File: src/rtl/decade_pkg.sv
package decade_pkg;

  localparam int unsigned CNT_W = 4;

  // Highest legal code; the digit after it is zero.
  localparam logic [CNT_W-1:0] LAST_DIGIT = 4'd9;

  typedef struct packed {
    logic j;
    logic k;
  } jk_pair_t;

  typedef jk_pair_t [CNT_W-1:0] jk_vec_t;

endpackage

File: src/rtl/decade_rst_sync.sv
module decade_rst_sync #(
  parameter int unsigned SYNC_STAGES = 2
) (
  input  logic clk,
  input  logic rst_n,
  output logic rst_sync_n
);

  logic [SYNC_STAGES-1:0] chain_q;
  logic [SYNC_STAGES-1:0] chain_d;

  // Shift a one in; assertion is asynchronous, release follows the clock.
  always_comb begin
    chain_d = {chain_q[SYNC_STAGES-2:0], 1'b1};
  end

  always_ff @(posedge clk or negedge rst_n) begin
    if (!rst_n) begin
      chain_q <= '0;
    end else begin
      chain_q <= chain_d;
    end
  end

  assign rst_sync_n = chain_q[SYNC_STAGES-1];

endmodule

File: src/rtl/decade_jk_cell.sv
module decade_jk_cell (
  input  logic clk,
  input  logic rst_n,
  input  logic j,
  input  logic k,
  output logic q
);

  logic q_next;

  // JK behaviour: 00 hold, 01 clear, 10 set, 11 toggle.
  always_comb begin
    unique case ({j, k})
      2'b00:   q_next = q;
      2'b01:   q_next = 1'b0;
      2'b10:   q_next = 1'b1;
      default: q_next = ~q;
    endcase
  end

  always_ff @(posedge clk or negedge rst_n) begin
    if (!rst_n) begin
      q <= 1'b0;
    end else begin
      q <= q_next;
    end
  end

endmodule

File: src/rtl/decade_excite.sv
module decade_excite
  import decade_pkg::*;
(
  input  logic [CNT_W-1:0] state_i,
  input  logic             cnt_en_i,
  input  logic             load_i,
  input  logic [CNT_W-1:0] load_val_i,
  output jk_vec_t          jk_o
);

  logic    s3, s2, s1, s0;
  logic    unused_code;
  logic    step_en;
  jk_vec_t count_jk;

  assign {s3, s2, s1, s0} = state_i;

  // Codes 1010..1111: bit 3 set together with bit 2 or bit 1.
  assign unused_code = s3 & (s2 | s1);

  // Recovery from an unused code is not gated by the enable.
  assign step_en = cnt_en_i | unused_code;

  // Minimised equations (unused codes treated as don't-care where their
  // successor 0000 permits).
  always_comb begin
    count_jk[0].j = ~s3 | (~s2 & ~s1);
    count_jk[0].k = 1'b1;
    count_jk[1].j = ~s3 & s0;
    count_jk[1].k = s3 | s0;
    count_jk[2].j = ~s3 & s1 & s0;
    count_jk[2].k = s3 | (s1 & s0);
    count_jk[3].j = s2 & s1 & s0;
    count_jk[3].k = s2 | s1 | s0;
  end

  // Load forces set/clear per bit; otherwise count or hold.
  always_comb begin
    for (int b = 0; b < int'(CNT_W); b++) begin
      if (load_i) begin
        jk_o[b].j = load_val_i[b];
        jk_o[b].k = ~load_val_i[b];
      end else if (step_en) begin
        jk_o[b] = count_jk[b];
      end else begin
        jk_o[b].j = 1'b0;
        jk_o[b].k = 1'b0;
      end
    end
  end

endmodule

File: src/rtl/decade_jk_counter.sv
module decade_jk_counter
  import decade_pkg::*;
#(
  parameter int unsigned SYNC_STAGES = 2
) (
  input  logic             clk,
  input  logic             rst_n,
  input  logic             cnt_en,
  input  logic             tst_load,
  input  logic [CNT_W-1:0] tst_value,
  output logic [CNT_W-1:0] count_q,
  output logic             tc_o
);

  logic    core_rst_n;
  jk_vec_t jk_in;

  decade_rst_sync #(
    .SYNC_STAGES(SYNC_STAGES)
  ) rst_sync_i (
    .clk       (clk),
    .rst_n     (rst_n),
    .rst_sync_n(core_rst_n)
  );

  decade_excite excite_i (
    .state_i   (count_q),
    .cnt_en_i  (cnt_en),
    .load_i    (tst_load),
    .load_val_i(tst_value),
    .jk_o      (jk_in)
  );

  for (genvar b = 0; b < int'(CNT_W); b++) begin : g_bit
    decade_jk_cell cell_i (
      .clk  (clk),
      .rst_n(core_rst_n),
      .j    (jk_in[b].j),
      .k    (jk_in[b].k),
      .q    (count_q[b])
    );
  end

  assign tc_o = cnt_en & (count_q == LAST_DIGIT);

endmodule

File: config.mk
export PLATFORM = sky130hd
export DESIGN_NAME = decade_jk_counter
export DESIGN_NICKNAME = d
export VERILOG_FILES = /design/src/rtl/decade_pkg.sv /design/src/rtl/decade_rst_sync.sv /design/src/rtl/decade_jk_cell.sv /design/src/rtl/decade_excite.sv /design/src/rtl/decade_jk_counter.sv
export SDC_FILE = /design/constraint.sdc
export NUM_CORES = 1
export LEC_CHECK = 0
export ABC_AREA = 0
export BUFFER_PORTS_ARGS = -buffer_cell sky130_fd_sc_hd__buf_2
export CORE_UTILIZATION = 35
export CTS_CLUSTER_DIAMETER = 50
export DETAILED_ROUTE_END_ITERATION = 12
export PLACE_DENSITY = 0.52
export SYNTH_ARGS = -nofsm -noshare
export SYNTH_HDL_FRONTEND = slang
export SYNTH_SLANG_ARGS = --single-unit
File: constraint.sdc
create_clock -name clk -period 1.2 [get_ports clk]
set_input_delay 0.24 -clock clk [delete_from_list [all_inputs] [get_ports clk]]
set_output_delay 0.24 -clock clk [all_outputs]
set_load 0.01 [all_outputs]
==> impl_metrics.env, run 1 <==
export IMPL_outcome="complete, but fails checks"
export IMPL_violations="setup timing"
export IMPL_dp_hpwl_mm=1.01
export IMPL_cts_sinks=6
export IMPL_row_count=14
export IMPL_ir_drop_uv=1250
export IMPL_cts_buffers=3
export IMPL_cts_tree="done"
export IMPL_final_common_cell="buf_4"
export IMPL_fin_nets=105
export IMPL_die_height_um=41.9
export IMPL_synth_nets=76
export IMPL_worstSetupStartpointType="flip-flop"
export IMPL_ant_nets=0
export IMPL_setup_worst_path_start="g_bit[1].cell_i.q$_DFFE_PN0P_"
export IMPL_skew_ns=0.000183
export IMPL_ys_seq_elements=6
export IMPL_area_growth_pct=55.1
export IMPL_drc=0
export IMPL_clk_latency_ns=0.24
export IMPL_detail_route_wirelength_mm=1.31
export IMPL_wl_per_cell_um=12.6
export IMPL_hold_class="flip-flop to async pin"
export IMPL_grt_pass1_wl_mm=2.32
export IMPL_nFillCells=144
export IMPL_antenna_found_initial=0
export IMPL_p_leak_uw=0.000402
export IMPL_core_um2=1490
export IMPL_gp_congestion=0.693
export IMPL_overflow=0
export IMPL_syn_cell_area_um2=557
export IMPL_postPlaceCellArea_um2=761
export IMPL_crit_chain="or4_4 > o311ai_4 > ha_1 > nor3b_1 > a221o_1"
export IMPL_cp_end_kind="flip-flop"
export IMPL_dp_cells=99
export IMPL_critPathSlowestCell="or4_4"
export IMPL_rsz0062_at_grt="yes"
export IMPL_crit_fanout=4
export IMPL_synth_cell_types=27
export IMPL_track_usage_pct=17.4
export IMPL_grt_max_degree=11
export IMPL_vias=536
export IMPL_crit_family="simple AND/OR/NAND/NOR gates"
export IMPL_drive_gt1_share_pct=47.7
export IMPL_cts_clk_slew_worst_paths_ns=0.04
export IMPL_synthFlopType="dfrtp_1"
export IMPL_grt_pass1_vias=566
export IMPL_fin_ws_ns=-0.597
export IMPL_async_flop_share_pct=100
export IMPL_post_route_period_util_pct=150
export IMPL_diodes=0
export IMPL_io_pins=13
export IMPL_die_area_um2=1750
export IMPL_hold_violations=0
export IMPL_pwr_density_cell_nw_per_um2=1850
export IMPL_cp_num_buf_inv=0
export IMPL_cpPeakStageDelay_ns=0.51
export IMPL_start_util_pct=37.4
export IMPL_layout_min_cycle_time_ns=1.80
export IMPL_dp_slack_ns=-0.651
export IMPL_crit_type="flip-flop to flip-flop"
export IMPL_instances_no_fill=104
export IMPL_cts_max_path_buffers=2
export IMPL_fin_area_um2=863
export IMPL_cts_root_buf="clkbuf_4"
export IMPL_synth_edf_count=0
export IMPL_slew_viol_final=0
export IMPL_h_tree_depth=1
export IMPL_avgViaCountPerCell=5.15
export IMPL_seq_area_frac_synth_pct=27.0
export IMPL_port_buffer_count=12
export IMPL_die_w_um=41.9
export IMPL_setup_viol=5
export IMPL_final_setup_tns_ns=-2.66
export IMPL_syn_inst=61
export IMPL_maxCapViolCount=0
export IMPL_crit_required_ns=1.32
export IMPL_drt_pre_antenna_iters=3
export IMPL_synth_area_per_cell_um2=9.13
export IMPL_rr_startpoint="g_bit[1].cell_i.q$_DFFE_PN0P_"
export IMPL_first_iter_violations=9
export IMPL_yosysWarningCount=0
export IMPL_cp_arrival_ns=1.92
export IMPL_final_cell_mix="buf_4, buf_2, nand2_1, ha_1, dfrtp_1"
export IMPL_fmax_mhz=556
[per-stage QoR]
stage	hold slack [ns]	util (%)	total power, uW
after floorplan	-0.0556	-	986
after global placement	0.0250	51.1	1260
final	0.0642	58.0	1600
after global routing	0.0856	58.0	1740
after CTS	0.0663	55.3	1520
after detailed placement	0.0275	51.1	1270
[worst register-to-register path, cell delays in order, from the launching register on]
cell and delay (ns):
dfrtp_1 0.41, or4_4 0.51, o311ai_4 0.09, ha_1 0.29, nor3b_1 0.14, a221o_1 0.25
[flip-flops by register name, indices dropped and copies added, names as in the netlist]
register            cells
g_bit.cell_i.q          4
rst_sync_i.chain_q      2
[final cells by class]
| type | instances | area (um2) | area share (%) |
|---|---|---|---|
| Timing Repair Buffer | 30 | 220 | 25.5 |
| Inverter | 2 | 7.51 | 0.870 |
| Clock buffer | 3 | 22.5 | 2.61 |
| Multi-Input combinational cell | 47 | 443 | 51.3 |
| Tap cell | 16 | 20.0 | 2.32 |
| Sequential cell | 6 | 150 | 17.4 |
[report_power, final]
group / total [uW] / switching, uW / leakage (uW) / internal [uW]
combinational: 1080 / 497 / 0.000316 / 579
clock: 183 / 69.7 / 0.0000138 / 113
sequential: 341 / 67.2 / 0.0000720 / 274
[logic make-up (layout without fill, tap and decap cells)]
logic type | Yosys count | count (layout) | share of synthesized area (%)
other | 1 | 1 | 0.674
buffers and inverters | 8 | 35 | 9.66
adders and majority gates | 7 | 7 | 15.7
and+or+nand+nor | 22 | 22 | 20.7
DFF | 6 | 6 | 27.0
AOI/OAI and AO/OA | 17 | 17 | 26.3
[synth_stat cells, types with 2 or more instances]
cell      instances  share of area [%]
ha_1              7                 16
nand2_1           6                4.0
o311ai_1          3                4.7
o31ai_1           3                4.0
a221o_1           2                3.6
inv_1             2                1.3
nor2_1            5                3.4
nor2b_1           3                3.4
o31a_1            2                3.1
dfrtp_1           6                 27
buf_4             4                5.4
nor3b_1           3                4.0
[timing repair]
action | in CTS | in global routing
pin swaps | 1 | 1
hold buffers | 1 | 0
hold endpoints to repair | 2 | 0
resized for setup | 4 | 6
buffers inserted | 1 | 0
endpoints found under the setup margin | 5 | 8
[worst paths after layout]
| path | slack, ns | cells past startpoint | endpoint |
|---|---|---|---|
| max | -0.60 | 5 | g_bit[3].cell_i.q$_DFFE_PN0P_ |
| min | 0.06 | 0 | g_bit[2].cell_i.q$_DFFE_PN0P_ |
| max reg2reg | -0.60 | 5 | g_bit[3].cell_i.q$_DFFE_PN0P_ |
| min reg2reg | 0.06 | 0 | g_bit[2].cell_i.q$_DFFE_PN0P_ |
| max in group asynchronous | 0.80 | 2 | rst_sync_i.chain_q[1]$_DFF_PN0_ |
| min in group clk | 0.35 | 0 | rst_sync_i.chain_q[1]$_DFF_PN0_ |
[layer usage]
metal  part of all wire (%)  GRT usage, %  vias to the layer above  routed length (um)
met5                      0             0                        -                   0
met4                      0          3.87                        0                   0
met3                    3.7          6.52                        0                  49
met2                     49          28.4                       12                 641
met1                     47          21.7                      241                 622
li1                       -             -                      283                   -
(Power assumes the default switching activity.)
==> inputs of run 2 (changes only) <==
- ABC_AREA: 0 -> 1
- CELL_PAD_IN_SITES_DETAIL_PLACEMENT: unset -> 0
- CELL_PAD_IN_SITES_GLOBAL_PLACEMENT: unset -> 1
- CORE_UTILIZATION: 35 -> 34
- PLACE_DENSITY: 0.52 -> 0.69
==> impl_metrics.env, run 2 <==
export IMPL_ir_drop_uv=950
export IMPL_worstSetupStartpointType="flip-flop"
export IMPL_overflow=0
export IMPL_crit_family="flip-flops"
export IMPL_cts_clk_slew_worst_paths_ns=0.05
export IMPL_fin_ws_ns=-0.245
export IMPL_diodes=0
export IMPL_rsz0062_at_grt="yes"
export IMPL_yosysTopAreaCell="dfrtp_1"
export IMPL_start_util_pct=38.1
export IMPL_clk_latency_ns=0.24
export IMPL_pwr_density_cell_nw_per_um2=2150
export IMPL_die_height_um=40.9
export IMPL_cp_end_kind="flip-flop"
export IMPL_post_route_period_util_pct=120
export IMPL_gp_congestion=0.713
export IMPL_slew_viol_final=0
export IMPL_final_cell_mix="buf_4, nand2_1, buf_2"
export IMPL_track_usage_pct=16.1
export IMPL_cts_max_path_buffers=2
export IMPL_ant_nets=0
export IMPL_dp_hpwl_um=965
export IMPL_crit_chain="inv_2 > nand2_2 > buf_6 > a21oi_2 > a21oi_1 > ha_1 > nor2_1 > nor2_1 > a22oi_1"
export IMPL_first_iter_violations=4
export IMPL_grt_pass1_vias=455
export IMPL_crit_required_ns=1.36
export IMPL_avgViaCountPerCell=4.72
export IMPL_synthFlopType="dfrtp_1"
export IMPL_setup_worst_path_start="g_bit[2].cell_i.q$_DFFE_PN0P_"
export IMPL_setup_viol=5
export IMPL_final_setup_tns_ns=-1.18
export IMPL_synth_edf_count=0
export IMPL_syn_cell_area_um2=514
export IMPL_synth_top_area_share_pct=29.2
export IMPL_wl_per_cell_um=10.6
export IMPL_area_growth_pct=55.7
export IMPL_hold_class="flip-flop to async pin"
export IMPL_cts_tree="done"
export IMPL_ys_seq_elements=6
export IMPL_maxCapViolCount=0
export IMPL_synth_common_cells="nand2_1, a21oi_1, nor2_1, inv_1, ha_1"
export IMPL_cp_common_cell="nor2_1"
export IMPL_p_leak_uw=0.000417
export IMPL_h_tree_depth=1
export IMPL_fmax_mhz=692
export IMPL_synth_area_per_cell_um2=7.14
export IMPL_vias=548
export IMPL_cpPeakStageDelay_ns=0.39
export IMPL_largest_register_ffs=4
export IMPL_outcome="complete, but fails checks"
export IMPL_dp_slack_ns=-0.281
export IMPL_cts_sinks=6
export IMPL_core_um2=1350
export IMPL_cp_num_buf_inv=2
export IMPL_drc=0
export IMPL_yosysWarningCount=0
export IMPL_hold_violations=0
export IMPL_crit_type="flip-flop to flip-flop"
export IMPL_yosys_top_cells_area="dfrtp_1, ha_1, a21oi_1, nand2_1, nor2_1"
export IMPL_drt_pre_antenna_iters=4
export IMPL_grt_pass1_wl_mm=1.73
export IMPL_io_pins=13
export IMPL_rr_startpoint="g_bit[2].cell_i.q$_DFFE_PN0P_"
export IMPL_syn_inst=72
export IMPL_seq_area_frac_synth_pct=29.2
export IMPL_critPathSlowestCell="dfrtp_1"
export IMPL_skew_ns=0.00212
export IMPL_layout_min_cycle_time_ns=1.44
export IMPL_fin_nets=118
export IMPL_cts_buffers=3
export IMPL_crit_fanout=2
export IMPL_cp_arrival_ns=1.60
export IMPL_synth_cell_types=16
export IMPL_async_flop_share_pct=100
export IMPL_antenna_found_initial=0
export IMPL_cts_root_buf="clkbuf_4"
export IMPL_largest_registers="g_bit.cell_i.q x4, rst_sync_i.chain_q x2"
export IMPL_grt_max_degree=7
export IMPL_port_buffer_count=12
export IMPL_synth_nets=87
export IMPL_die_w_um=40.9
export IMPL_yosysMostFrequentCell="nand2_1"
export IMPL_die_area_um2=1670
export IMPL_top_register="g_bit.cell_i.q"
export IMPL_final_common_cell="buf_4"
export IMPL_violations="setup timing"
export IMPL_drive_gt1_share_pct=50.5
export IMPL_row_count=13
export IMPL_detail_route_wirelength_mm=1.23
## run 2: cell types whose count changed after synthesis, sizes merged, moves of 3 or more
cell,change
a21oi,+11
nand2,+8
inv,+7
nand3,+5
nor2,+5
o21ai,+4
nor2b,-3
nor3b,-3
o311ai,-3
o31ai,-3
## run 2: final cells by class
type	count	area, um2
multi-input combinational	53	364
timing repair buffer	30	211
inverter	9	33.8
fill	142	549
sequential	6	150
tap	15	18.8
clock buffer	3	22.5
## run 2: cells by family after synthesis
group	Yosys count	share of synthesized area, %
AO/OA/AOI/OAI	16	16.8
adder cells (fa/ha/maj)	7	17.0
buffers and inverters	13	12.4
flip-flops	6	29.2
other	1	0.729
AND/OR/NAND/NOR	29	23.8
## run 2: worst reg2reg max path, cell delays in order (launching register included)
cell and delay (ns):
dfrtp_1 0.39, inv_2 0.07, nand2_2 0.07, buf_6 0.12
a21oi_2 0.12, a21oi_1 0.05, ha_1 0.29, nor2_1 0.09
nor2_1 0.04, a22oi_1 0.12
## run 2: final timing paths
| path | endpoint | slack (ns) | cells past startpoint |
|---|---|---|---|
| max reg2reg | g_bit[0].cell_i.q$_DFFE_PN0P_ | -0.24 | 9 |
| min | g_bit[1].cell_i.q$_DFFE_PN0P_ | 0.06 | 0 |
| min in group clk | g_bit[0].cell_i.q$_DFFE_PN0P_ | 0.29 | 3 |
| max | g_bit[0].cell_i.q$_DFFE_PN0P_ | -0.24 | 9 |
| max in group asynchronous | rst_sync_i.chain_q[1]$_DFF_PN0_ | 0.79 | 2 |
| min reg2reg | g_bit[1].cell_i.q$_DFFE_PN0P_ | 0.06 | 0 |
## run 2: what timing repair did
| action | 4_1_cts | 5_1_grt |
|---|---|---|
| hold buffers | 1 | 0 |
| setup endpoints to repair | 5 | 6 |
| resized for setup | 5 | 4 |
| hold endpoints to repair | 2 | 0 |
| pin swaps | 4 | 3 |
| buffers inserted | 0 | 2 |
## run 2: power breakdown
part	internal, uW	leakage [uW]	switching (uW)
Combinational	619	0.000331	571
Sequential	276	0.0000718	71.5
Clock	113	0.0000138	70.7
## run 2: metrics by stage
stage / area, um2 / hold slack, ns / power (uW) / utilization (%) / cells
6_report: 801 / 0.0590 / 1720 / 59.3 / 116
3_5_place_dp: 706 / 0.0264 / 1360 / 52.3 / 110
3_3_place_gp: 706 / 0.0256 / 1360 / 52.3 / 110
2_1_floorplan: 544 / -0.0556 / 962 / - / 72
5_1_grt: 801 / 0.0811 / 1880 / 59.3 / 116
4_1_cts: 769 / 0.0679 / 1640 / 57.0 / 114
## run 2: layer usage
metal	share of wire, %	global-route usage (%)	vias up
met4	0	2.50	0
met2	48	28.5	9
li1	-	-	290
met5	0	0	-
met3	3.5	4.89	0
met1	49	19.0	249
